$ cat src/rtl/fm_pacer_pkg.sv
package fm_pacer_pkg;

  typedef enum logic {
    ACC_ADDR = 1'b0,
    ACC_DATA = 1'b1
  } acc_kind_e;

  // Recovery time in ns at a clock of khz kHz, rounded up to whole cycles, minimum 2
  function automatic int ceil_cycles(input int ns, input int khz);
    longint prod;
    longint cyc;
    prod = longint'(ns) * longint'(khz);
    cyc  = (prod + 64'sd999999) / 64'sd1000000;
    if (cyc < 64'sd2) cyc = 64'sd2;
    return int'(cyc);
  endfunction

  function automatic int max_int(input int a, input int b);
    return (a > b) ? a : b;
  endfunction

endpackage

$ cat src/rtl/fm_pacer_timer.sv
module fm_pacer_timer
  import fm_pacer_pkg::*;
#(
  parameter int ADDR_CYC = 13,
  parameter int DATA_CYC = 85
) (
  input  logic      clk,
  input  logic      rst_n,
  input  logic      load,
  input  acc_kind_e kind,
  output logic      zero
);
  localparam int CNT_W = $clog2(max_int(ADDR_CYC, DATA_CYC));
  localparam logic [CNT_W-1:0] ADDR_LOAD = CNT_W'(ADDR_CYC - 1);
  localparam logic [CNT_W-1:0] DATA_LOAD = CNT_W'(DATA_CYC - 1);

  logic [CNT_W-1:0] cnt;

  always_ff @(posedge clk) begin
    if (!rst_n) begin
      cnt <= '0;
    end else if (load) begin
      cnt <= (kind == ACC_DATA) ? DATA_LOAD : ADDR_LOAD;
    end else if (cnt != '0) begin
      cnt <= cnt - 1'b1;
    end
  end

  assign zero = (cnt == '0);
endmodule

$ cat src/rtl/fm_pacer_hold.sv
module fm_pacer_hold #(
  parameter int W = 9
) (
  input  logic         clk,
  input  logic         rst_n,
  input  logic         capture,
  input  logic         drain,
  input  logic [W-1:0] d,
  output logic         full,
  output logic [W-1:0] q
);
  always_ff @(posedge clk) begin
    if (!rst_n) begin
      full <= 1'b0;
      q    <= '0;
    end else if (capture) begin
      full <= 1'b1;
      q    <= d;
    end else if (drain) begin
      full <= 1'b0;
    end
  end
endmodule

$ cat src/rtl/fm_pacer_seq.sv
module fm_pacer_seq
  import fm_pacer_pkg::*;
(
  input  logic      clk,
  input  logic      rst_n,
  input  logic      fire,
  input  acc_kind_e kind,
  output logic      err_now
);
  logic addr_seen;

  always_ff @(posedge clk) begin
    if (!rst_n)                          addr_seen <= 1'b0;
    else if (fire && kind == ACC_ADDR)   addr_seen <= 1'b1;
  end

  assign err_now = fire && (kind == ACC_DATA) && !addr_seen;
endmodule

$ cat src/rtl/fm_write_pacer.sv
module fm_write_pacer
  import fm_pacer_pkg::*;
#(
  parameter int CLK_KHZ = 3580,
  parameter int ADDR_NS = 3400,
  parameter int DATA_NS = 23500,
  parameter int BYTE_W  = 8
) (
  input  logic              clk,
  input  logic              rst_n,
  input  logic              req_valid,
  input  logic              req_is_data,
  input  logic [BYTE_W-1:0] req_byte,
  output logic              ready,
  output logic              out_strobe,
  output logic [BYTE_W-1:0] out_byte,
  output logic              out_is_data,
  output logic              seq_err
);
  localparam int ADDR_CYC = ceil_cycles(ADDR_NS, CLK_KHZ);
  localparam int DATA_CYC = ceil_cycles(DATA_NS, CLK_KHZ);
  localparam int REQ_W    = BYTE_W + 1;

  // Named internal events, visible to the bound checker
  logic              tmr_zero;
  logic              hold_full;
  logic [REQ_W-1:0]  hold_q;
  logic [REQ_W-1:0]  req_vec;
  logic [REQ_W-1:0]  fire_vec;
  logic              fire_direct;
  logic              fire_hold;
  logic              fire;
  logic              capture;
  logic              err_now;
  acc_kind_e         fire_kind;

  assign req_vec     = {req_is_data, req_byte};
  assign ready       = tmr_zero && !hold_full;
  assign fire_hold   = tmr_zero && hold_full;
  assign fire_direct = ready && req_valid;
  assign fire        = fire_hold || fire_direct;
  assign capture     = req_valid && !ready && !hold_full;
  assign fire_vec    = hold_full ? hold_q : req_vec;
  assign fire_kind   = acc_kind_e'(fire_vec[BYTE_W]);

  fm_pacer_timer #(
    .ADDR_CYC(ADDR_CYC),
    .DATA_CYC(DATA_CYC)
  ) u_timer (
    .clk  (clk),
    .rst_n(rst_n),
    .load (fire),
    .kind (fire_kind),
    .zero (tmr_zero)
  );

  fm_pacer_hold #(
    .W(REQ_W)
  ) u_hold (
    .clk    (clk),
    .rst_n  (rst_n),
    .capture(capture),
    .drain  (fire_hold),
    .d      (req_vec),
    .full   (hold_full),
    .q      (hold_q)
  );

  fm_pacer_seq u_seq (
    .clk    (clk),
    .rst_n  (rst_n),
    .fire   (fire),
    .kind   (fire_kind),
    .err_now(err_now)
  );

  always_ff @(posedge clk) begin
    if (!rst_n) begin
      out_strobe  <= 1'b0;
      out_byte    <= '0;
      out_is_data <= 1'b0;
      seq_err     <= 1'b0;
    end else begin
      out_strobe <= fire;
      seq_err    <= err_now;
      if (fire) begin
        out_byte    <= fire_vec[BYTE_W-1:0];
        out_is_data <= fire_vec[BYTE_W];
      end
    end
  end
endmodule

$ cat config.mk
export PLATFORM = sky130hd
export DESIGN_NAME = fm_write_pacer
export DESIGN_NICKNAME = d
export VERILOG_FILES = /design/src/rtl/fm_pacer_pkg.sv /design/src/rtl/fm_pacer_timer.sv /design/src/rtl/fm_pacer_hold.sv /design/src/rtl/fm_pacer_seq.sv /design/src/rtl/fm_write_pacer.sv
export SDC_FILE = /design/constraint.sdc
export NUM_CORES = 1
export LEC_CHECK = 0
export ABC_CLOCK_PERIOD_IN_PS = 2400
export BUFFER_PORTS_ARGS = -buffer_cell sky130_fd_sc_hd__buf_4
export CAP_MARGIN = 25
export CORE_AREA = 3 3 54 56
export DETAILED_ROUTE_END_ITERATION = 16
export DIE_AREA = 0 0 57 59
export PLACE_DENSITY = 0.76
export SYNTH_ARGS = -nofsm -noshare
export SYNTH_HDL_FRONTEND = slang
export SYNTH_SLANG_ARGS = --single-unit
$ cat constraint.sdc
create_clock -name clk -period 2.4 [get_ports clk]
set_clock_uncertainty 0.1 [all_clocks]
set_input_delay 0.36 -clock clk [delete_from_list [all_inputs] [get_ports clk]]
set_output_delay 0.36 -clock clk [all_outputs]
set_load 0.02 [all_outputs]
==> results of run 1 <==
kinds of logic after synthesis:
family / after synthesis / share of synthesized area (%)
compound gates: 34 / 17.9
xor+xnor: 1 / 0.674
fa+ha+maj: 2 / 1.93
buf+inv: 16 / 5.01
flops: 29 / 44.7
mux: 18 / 14.0
simple gates: 42 / 15.8
where the power goes:
group	leakage [uW]	switching, uW	total (uW)	internal, uW
combinational	0.000395	518	930	412
clock	0.0000320	176	287	111
sequential	0.000238	126	752	627
cell type report:
class                   instances  area [um^2]  area share [%]
multi-input cells              97          659            42.3
flip-flops and latches         29          581            37.3
repair buffers                 28          210            13.5
clock buffers                   6         41.3            2.65
well taps                      30         37.5            2.41
inverters                       5         18.8            1.20
clock inverters                 2         10.0           0.643
metrics by stage:
stage               util (%)  std cells  worst slack [ps]  area, um^2
floorplan                  -        142               557        1300
global placement        60.8        189               524        1510
detailed placement      60.8        189               487        1510
CTS                     62.9        197               287        1560
global route            62.9        197               140        1560
finish                  62.9        197               284        1560
state kept, by name (all words and copies together) (netlist names):
signal           flops
seq_err              1
out_strobe           1
u_hold.full          1
u_hold.q             9
u_timer.cnt          7
out_byte             8
u_seq.addr_seen      1
out_is_data          1
metal layers:
metal  vias up  share of wire, %
met3         6               7.6
met1       523                42
met2        51                48
met4         0               1.8
li1        568                 -
met5         -                 0
how the worst min path moves through the flow:
| stage | end | slack [ps] | cells after the start | start |
|---|---|---|---|---|
| 6_report | u_hold.q[7] | 180 | 3 | req_byte[7] |
| 5_1_grt | u_hold.q[4] | 180 | 3 | req_byte[4] |
| 4_1_cts | u_hold.q[5] | 170 | 3 | req_byte[5] |
| 3_5_place_dp | u_seq.addr_seen | 350 | 2 | u_seq.addr_seen |
| 3_3_place_gp | u_hold.q[2] | 340 | 2 | u_hold.q[2] |
| 2_1_floorplan | u_seq.addr_seen | 320 | 2 | u_seq.addr_seen |
placed cells by master (no fill, tap or decap):
cell,synthesis,final
dfxtp_1,29,29
buf_4,0,28
nand2_1,21,21
mux2i_1,17,17
a211oi_1,9,9
a31oi_1,8,8
a21oi_1,6,6
inv_1,5,5
clkbuf_4,0,5
nor2_1,4,4
nor3_1,4,4
o21ai_0,3,3
nand2b_1,2,2
a311oi_1,2,2
nand4_1,2,2
ha_1,2,2
clkinv_2,0,2
nor2b_1,1,1
nor4_2,0,1
or4_1,1,1
or2_2,1,1
a41o_1,1,1
o31ai_1,1,1
nand3b_1,1,1
mux2_2,1,1
or4_4,1,1
xnor2_1,1,1
o22ai_1,1,1
o311a_2,1,1
a21o_1,1,1
and3_1,1,1
o211a_1,1,1
and4_1,1,1
or3_1,1,1
clkbuf_1,6,1
synthesized netlist by cell type, types with 2 or more instances:
library cell   n  area [um^2]
a211oi_1       9         67.6
a311oi_1       2         17.5
a21oi_1        6         30.0
a31oi_1        8         50.1
nand2_1       21         78.8
mux2i_1       17          170
clkbuf_1       6         22.5
buf_2          4         20.0
dfxtp_1       29          581
inv_1          5         18.8
ha_1           2         25.0
nand4_1        2         12.5
nand2b_1       2         12.5
nor3_1         4         20.0
nor2_1         4         15.0
o21ai_0        3         15.0
critical path, cell delays in order (launching register included):
cell and delay, ps:
dfxtp_1 420, inv_1 100, ha_1 220, nor2b_1 140, nand2_1 190, nor2_1 80, buf_4 180
==> flow_metrics.py, run 1 <==
metrics = {
    "global_route": {
        "antenna_found_initial": 0,
        "first_global_vias": 1080,
        "grtUsageTotal_pct": 19.3,
        "grt_pass1_wl_mm": 4.95,
        "top_usage_layer": "met2",
        "overflow": 0,
        "gr-usage-met1_pct": 24.2,
        "grt_max_degree": 26,
        "grt_util_met3_pct": 4.79,
        "use_met2_pct": 30.5,
    },
    "power_and_ir_drop": {
        "power_leakage_uw": 0.000665,
        "max-vdd-ir-drop_uv": 812,
        "p_total_uw": 1970,
        "pwr_density_cell_nw_per_um2": 1260,
    },
    "clocking": {
        "cts_buffers": 5,
        "clkTransAtPathRegs_ps": 90,
        "clock-root-buffer": "clkbuf_4",
        "post-cts-setup-buffer-count": 0,
        "cts_tree": "done",
        "clockBufferDepth": 2,
        "insertion_delay_ps": 340,
        "holdBufCountCts": 0,
        "cts_max_level": 2,
        "cts_resized": 0,
        "cts_sinks": 29,
    },
    "worst_setup_path": {
        "reg2reg_slack_ps": 430,
        "start_kind": "flop",
        "worstRegToRegCells": 3,
        "timing.rr.end": "out_is_data",
        "worstSetupPathType": "reg -> out",
        "worstSetupEndpointType": "primary output",
        "cp.required_ps": 1940,
        "critical_path.startpoint": "u_timer.cnt[0]",
        "reg2reg_from": "u_timer.cnt[2]",
        "worstSetupEndpoint": "ready",
        "critical_path_arrival_ps": 1660,
        "critPathMaxFanout": 6,
    },
    "run": {
        "cap_violations": 0,
    },
    "logic_synthesis": {
        "async_flop_share_pct": 0,
        "ys_types": 34,
        "synth_warnings": 0,
        "synth-main-ff-cell": "dfxtp_1",
        "ys_seq_elements": 29,
        "synth_nets": 156,
        "netlist_area_um2": 1300,
        "synth_edf_count": 0,
        "seq_area_frac_synth_pct": 44.7,
        "syn-mean-instance-area_um2": 9.15,
        "syn_inst": 142,
    },
    "sta": {
        "fmax_mhz": 473,
        "finalSetupViolations": 0,
        "maxSlewViolCount": 0,
        "hold_slack_ps": 179,
        "worst_pin_slew_ps": 555,
        "finalCritPeriodShare_pct": 88.2,
        "slew_headroom_pct": 63.0,
        "hold_viol_final": 0,
        "rsz0062_at_grt": "false",
        "fin_crit_ps": 2120,
        "fin_tns_setup_ps": 0,
    },
    "floorplanning": {
        "core_um2": 2480,
        "start_util_pct": 52.4,
        "fp-row-count": 18,
        "die-area_um2": 3360,
        "die_width_um": 57,
        "die_height_um": 59,
        "ioPinCount": 24,
    },
    "detailed_routing": {
        "num_vias": 1148,
        "detailedRoute.firstIterationViolations": 29,
        "wl_per_cell_um": 15.1,
        "via_per_inst": 5.83,
        "dr.pass1.iters": 4,
        "finalWirelength_mm": 2.98,
        "drc_errors": 0,
        "ant_nets": 0,
    },
    "cells_and_area": {
        "drive_above_1_share_pct": 24.0,
        "area_growth_pct": 19.9,
        "final_nets": 180,
        "num_antenna_cells": 0,
        "nFillCells": 241,
    },
    "placed_design": {
        "dp_hpwl_mm": 2.18,
        "port_buffers": 23,
        "gp_congestion": 0.791,
    },
    "run_status": {
        "outcome": "finished clean",
    },
    "worst_hold_path": {
        "hp-class": "in -> reg",
    },
}
No activity file was read; power rests on OpenSTA's default activity.
==> run 2, diff against run 1 <==
Settings changed: CORE_AREA 3 3 54 56 to 3 3 49 62, DIE_AREA 0 0 57 59 to 0 0 52 65, PLACE_DENSITY 0.76 to 0.75.
==> run 2 against run 1 <==
  * Global-route usage up 1.6 points
  * Sequential power about the same
  * Register-to-register slack is essentially flat
  * Non-clock buffer count is the same
  * First-iteration DRC count decreased by 52%
  * Sequential cell count is the same
  * Design area up 3.1%
  * Setup slack got worse by 88 ps
  * Critical path depth rose by 1
  * Highest routed layer unchanged
  * Fmax shrank 4.0%
==> flow_metrics.py, run 2 (synthesized netlist as in run 1, its figures left out) <==
metrics = {
    "clocking": {
        "insertion_delay_ps": 340,
        "cts_buffers": 5,
        "cts_max_level": 2,
        "cts_sinks": 29,
        "post-cts-setup-buffer-count": 0,
        "cts_tree": "done",
        "clkTransAtPathRegs_ps": 100,
        "clockBufferDepth": 2,
        "clock-root-buffer": "clkbuf_4",
        "holdBufCountCts": 0,
    },
    "cells_and_area": {
        "nFillCells": 216,
        "mostFrequentLayoutCells": "29 x dfxtp_1, 28 x buf_4, 20 x nand2_1, 17 x mux2i_1, 9 x a211oi_1",
        "drive_above_1_share_pct": 24.6,
        "stdcell_area_um2": 1610,
        "final_nets": 180,
        "largestRegisters": "u_hold.q (9), out_byte (8), u_timer.cnt (7)",
        "largest-register": "u_hold.q",
        "mostFrequentLayoutCell": "dfxtp_1",
        "largest_reg_flops": 9,
        "area_growth_pct": 23.7,
        "num_antenna_cells": 0,
    },
    "worst_setup_path": {
        "critPathMaxFanout": 13,
        "worstSetupEndpoint": "ready",
        "critical_path.startpoint": "u_timer.cnt[0]",
        "critical_path_arrival_ps": 1740,
        "reg2reg_from": "u_timer.cnt[0]",
        "worstSetupPathType": "reg -> out",
        "reg2reg_slack_ps": 420,
        "start_kind": "flop",
        "timing.rr.end": "u_hold.q[5]",
        "cp.required_ps": 1940,
        "worstSetupEndpointType": "primary output",
        "worstRegToRegCells": 6,
    },
    "sta": {
        "finalCritPeriodShare_pct": 91.8,
        "fmax_mhz": 454,
        "slew_headroom_pct": 57.1,
        "worst_pin_slew_ps": 644,
        "hold_viol_final": 0,
        "finalSetupViolations": 0,
        "rsz0062_at_grt": "false",
        "fin_crit_ps": 2200,
        "maxSlewViolCount": 0,
        "fin_tns_setup_ps": 0,
    },
    "power_and_ir_drop": {
        "pwr_density_cell_nw_per_um2": 1320,
        "p_total_uw": 2120,
        "power_leakage_uw": 0.000682,
        "max-vdd-ir-drop_uv": 720,
    },
    "detailed_routing": {
        "finalWirelength_mm": 2.94,
        "num_vias": 1138,
        "via_per_inst": 5.69,
        "detailedRoute.firstIterationViolations": 14,
        "ant_nets": 0,
        "drc_errors": 0,
        "dr.pass1.iters": 2,
        "wl_per_cell_um": 14.7,
    },
    "global_route": {
        "grt_pass1_wl_mm": 5.16,
        "antenna_found_initial": 0,
        "grtUsageTotal_pct": 20.9,
        "first_global_vias": 1142,
        "grt_max_degree": 26,
        "overflow": 0,
    },
    "placed_design": {
        "gp_congestion": 0.934,
        "dp_hpwl_mm": 2.13,
        "port_buffers": 23,
        "post_dp_cell_area_um2": 1510,
    },
    "floorplanning": {
        "die_height_um": 65,
        "fp-row-count": 20,
        "die-area_um2": 3380,
        "start_util_pct": 52.4,
        "core_um2": 2480,
        "ioPinCount": 24,
        "die_width_um": 52,
    },
    "run_status": {
        "outcome": "finished clean",
    },
    "run": {
        "cap_violations": 0,
    },
    "worst_hold_path": {
        "hp-class": "in -> reg",
    },
}
==> run 2: cell count changes in the layout (fill, tap and decap cells not counted), sizes merged <==
| cell | previous run | this run |
|---|---|---|
| bufinv | 0 | 1 |
| clkbuf | 6 | 7 |
| clkinv | 2 | 0 |
==> run 2: cell type report <==
cell class | count | area, um^2 | area share, %
clock buffers | 7 | 55.1 | 3.43
multi-input cells | 97 | 671 | 41.7
well taps | 33 | 41.3 | 2.57
clock inverters | 1 | 30.0 | 1.87
inverters | 5 | 18.8 | 1.17
repair buffers | 28 | 210 | 13.1
flip-flops and latches | 29 | 581 | 36.1
==> run 2: power by group <==
| part | leakage, uW | switching [uW] | internal [uW] |
|---|---|---|---|
| registers | 0.000238 | 125 | 627 |
| logic | 0.000398 | 521 | 420 |
| clock network | 0.0000455 | 181 | 249 |
| total | 0.000682 | 827 | 1300 |
==> run 2: worst min path at each step <==
| stage | startpoint | end | slack, ps | depth (start not counted) |
|---|---|---|---|---|
| finish | req_byte[4] | u_hold.q[4] | 170 | 3 |
| global route | req_byte[3] | u_hold.q[3] | 180 | 3 |
| CTS | req_byte[4] | u_hold.q[4] | 150 | 3 |
| detailed placement | u_seq.addr_seen | u_seq.addr_seen | 340 | 2 |
| global placement | u_hold.q[8] | u_hold.q[8] | 340 | 2 |
| floorplan | u_seq.addr_seen | u_seq.addr_seen | 320 | 2 |
==> run 2: metrics by stage <==
| step | util [%] | std cells | hold WS [ps] | setup WS, ps |
|---|---|---|---|---|
| floorplan | - | 142 | 324 | 557 |
| global placement | 60.7 | 191 | 340 | 311 |
| detailed placement | 61.0 | 192 | 341 | 331 |
| CTS | 64.7 | 200 | 153 | 96.9 |
| global route | 64.8 | 200 | 183 | 9.20 |
| finish | 64.8 | 200 | 173 | 196 |
==> run 2: metal layers <==
metal  vias up  global-route usage (%)  wire, um
li1        565                       -         -
met1       545                    22.0      1270
met2        18                    35.2      1490
met3        10                    7.36       113
met4         0                    11.5        78
met5         -                       0         0
==> run 2: repair_timing <==
| item | 4_1_cts | 5_1_grt |
|---|---|---|
| resized for setup | 1 | 1 |
| setup endpoints to repair | 1 | 1 |
| gates cloned | 0 | 0 |
==> run 2: critical path, stage by stage (launching register included) <==
cell     delay (ps)
dfxtp_1         350
inv_1           110
ha_1            170
nor2b_1         170
buf_4           210
nand2_2         120
nor2_1          120
buf_4           150
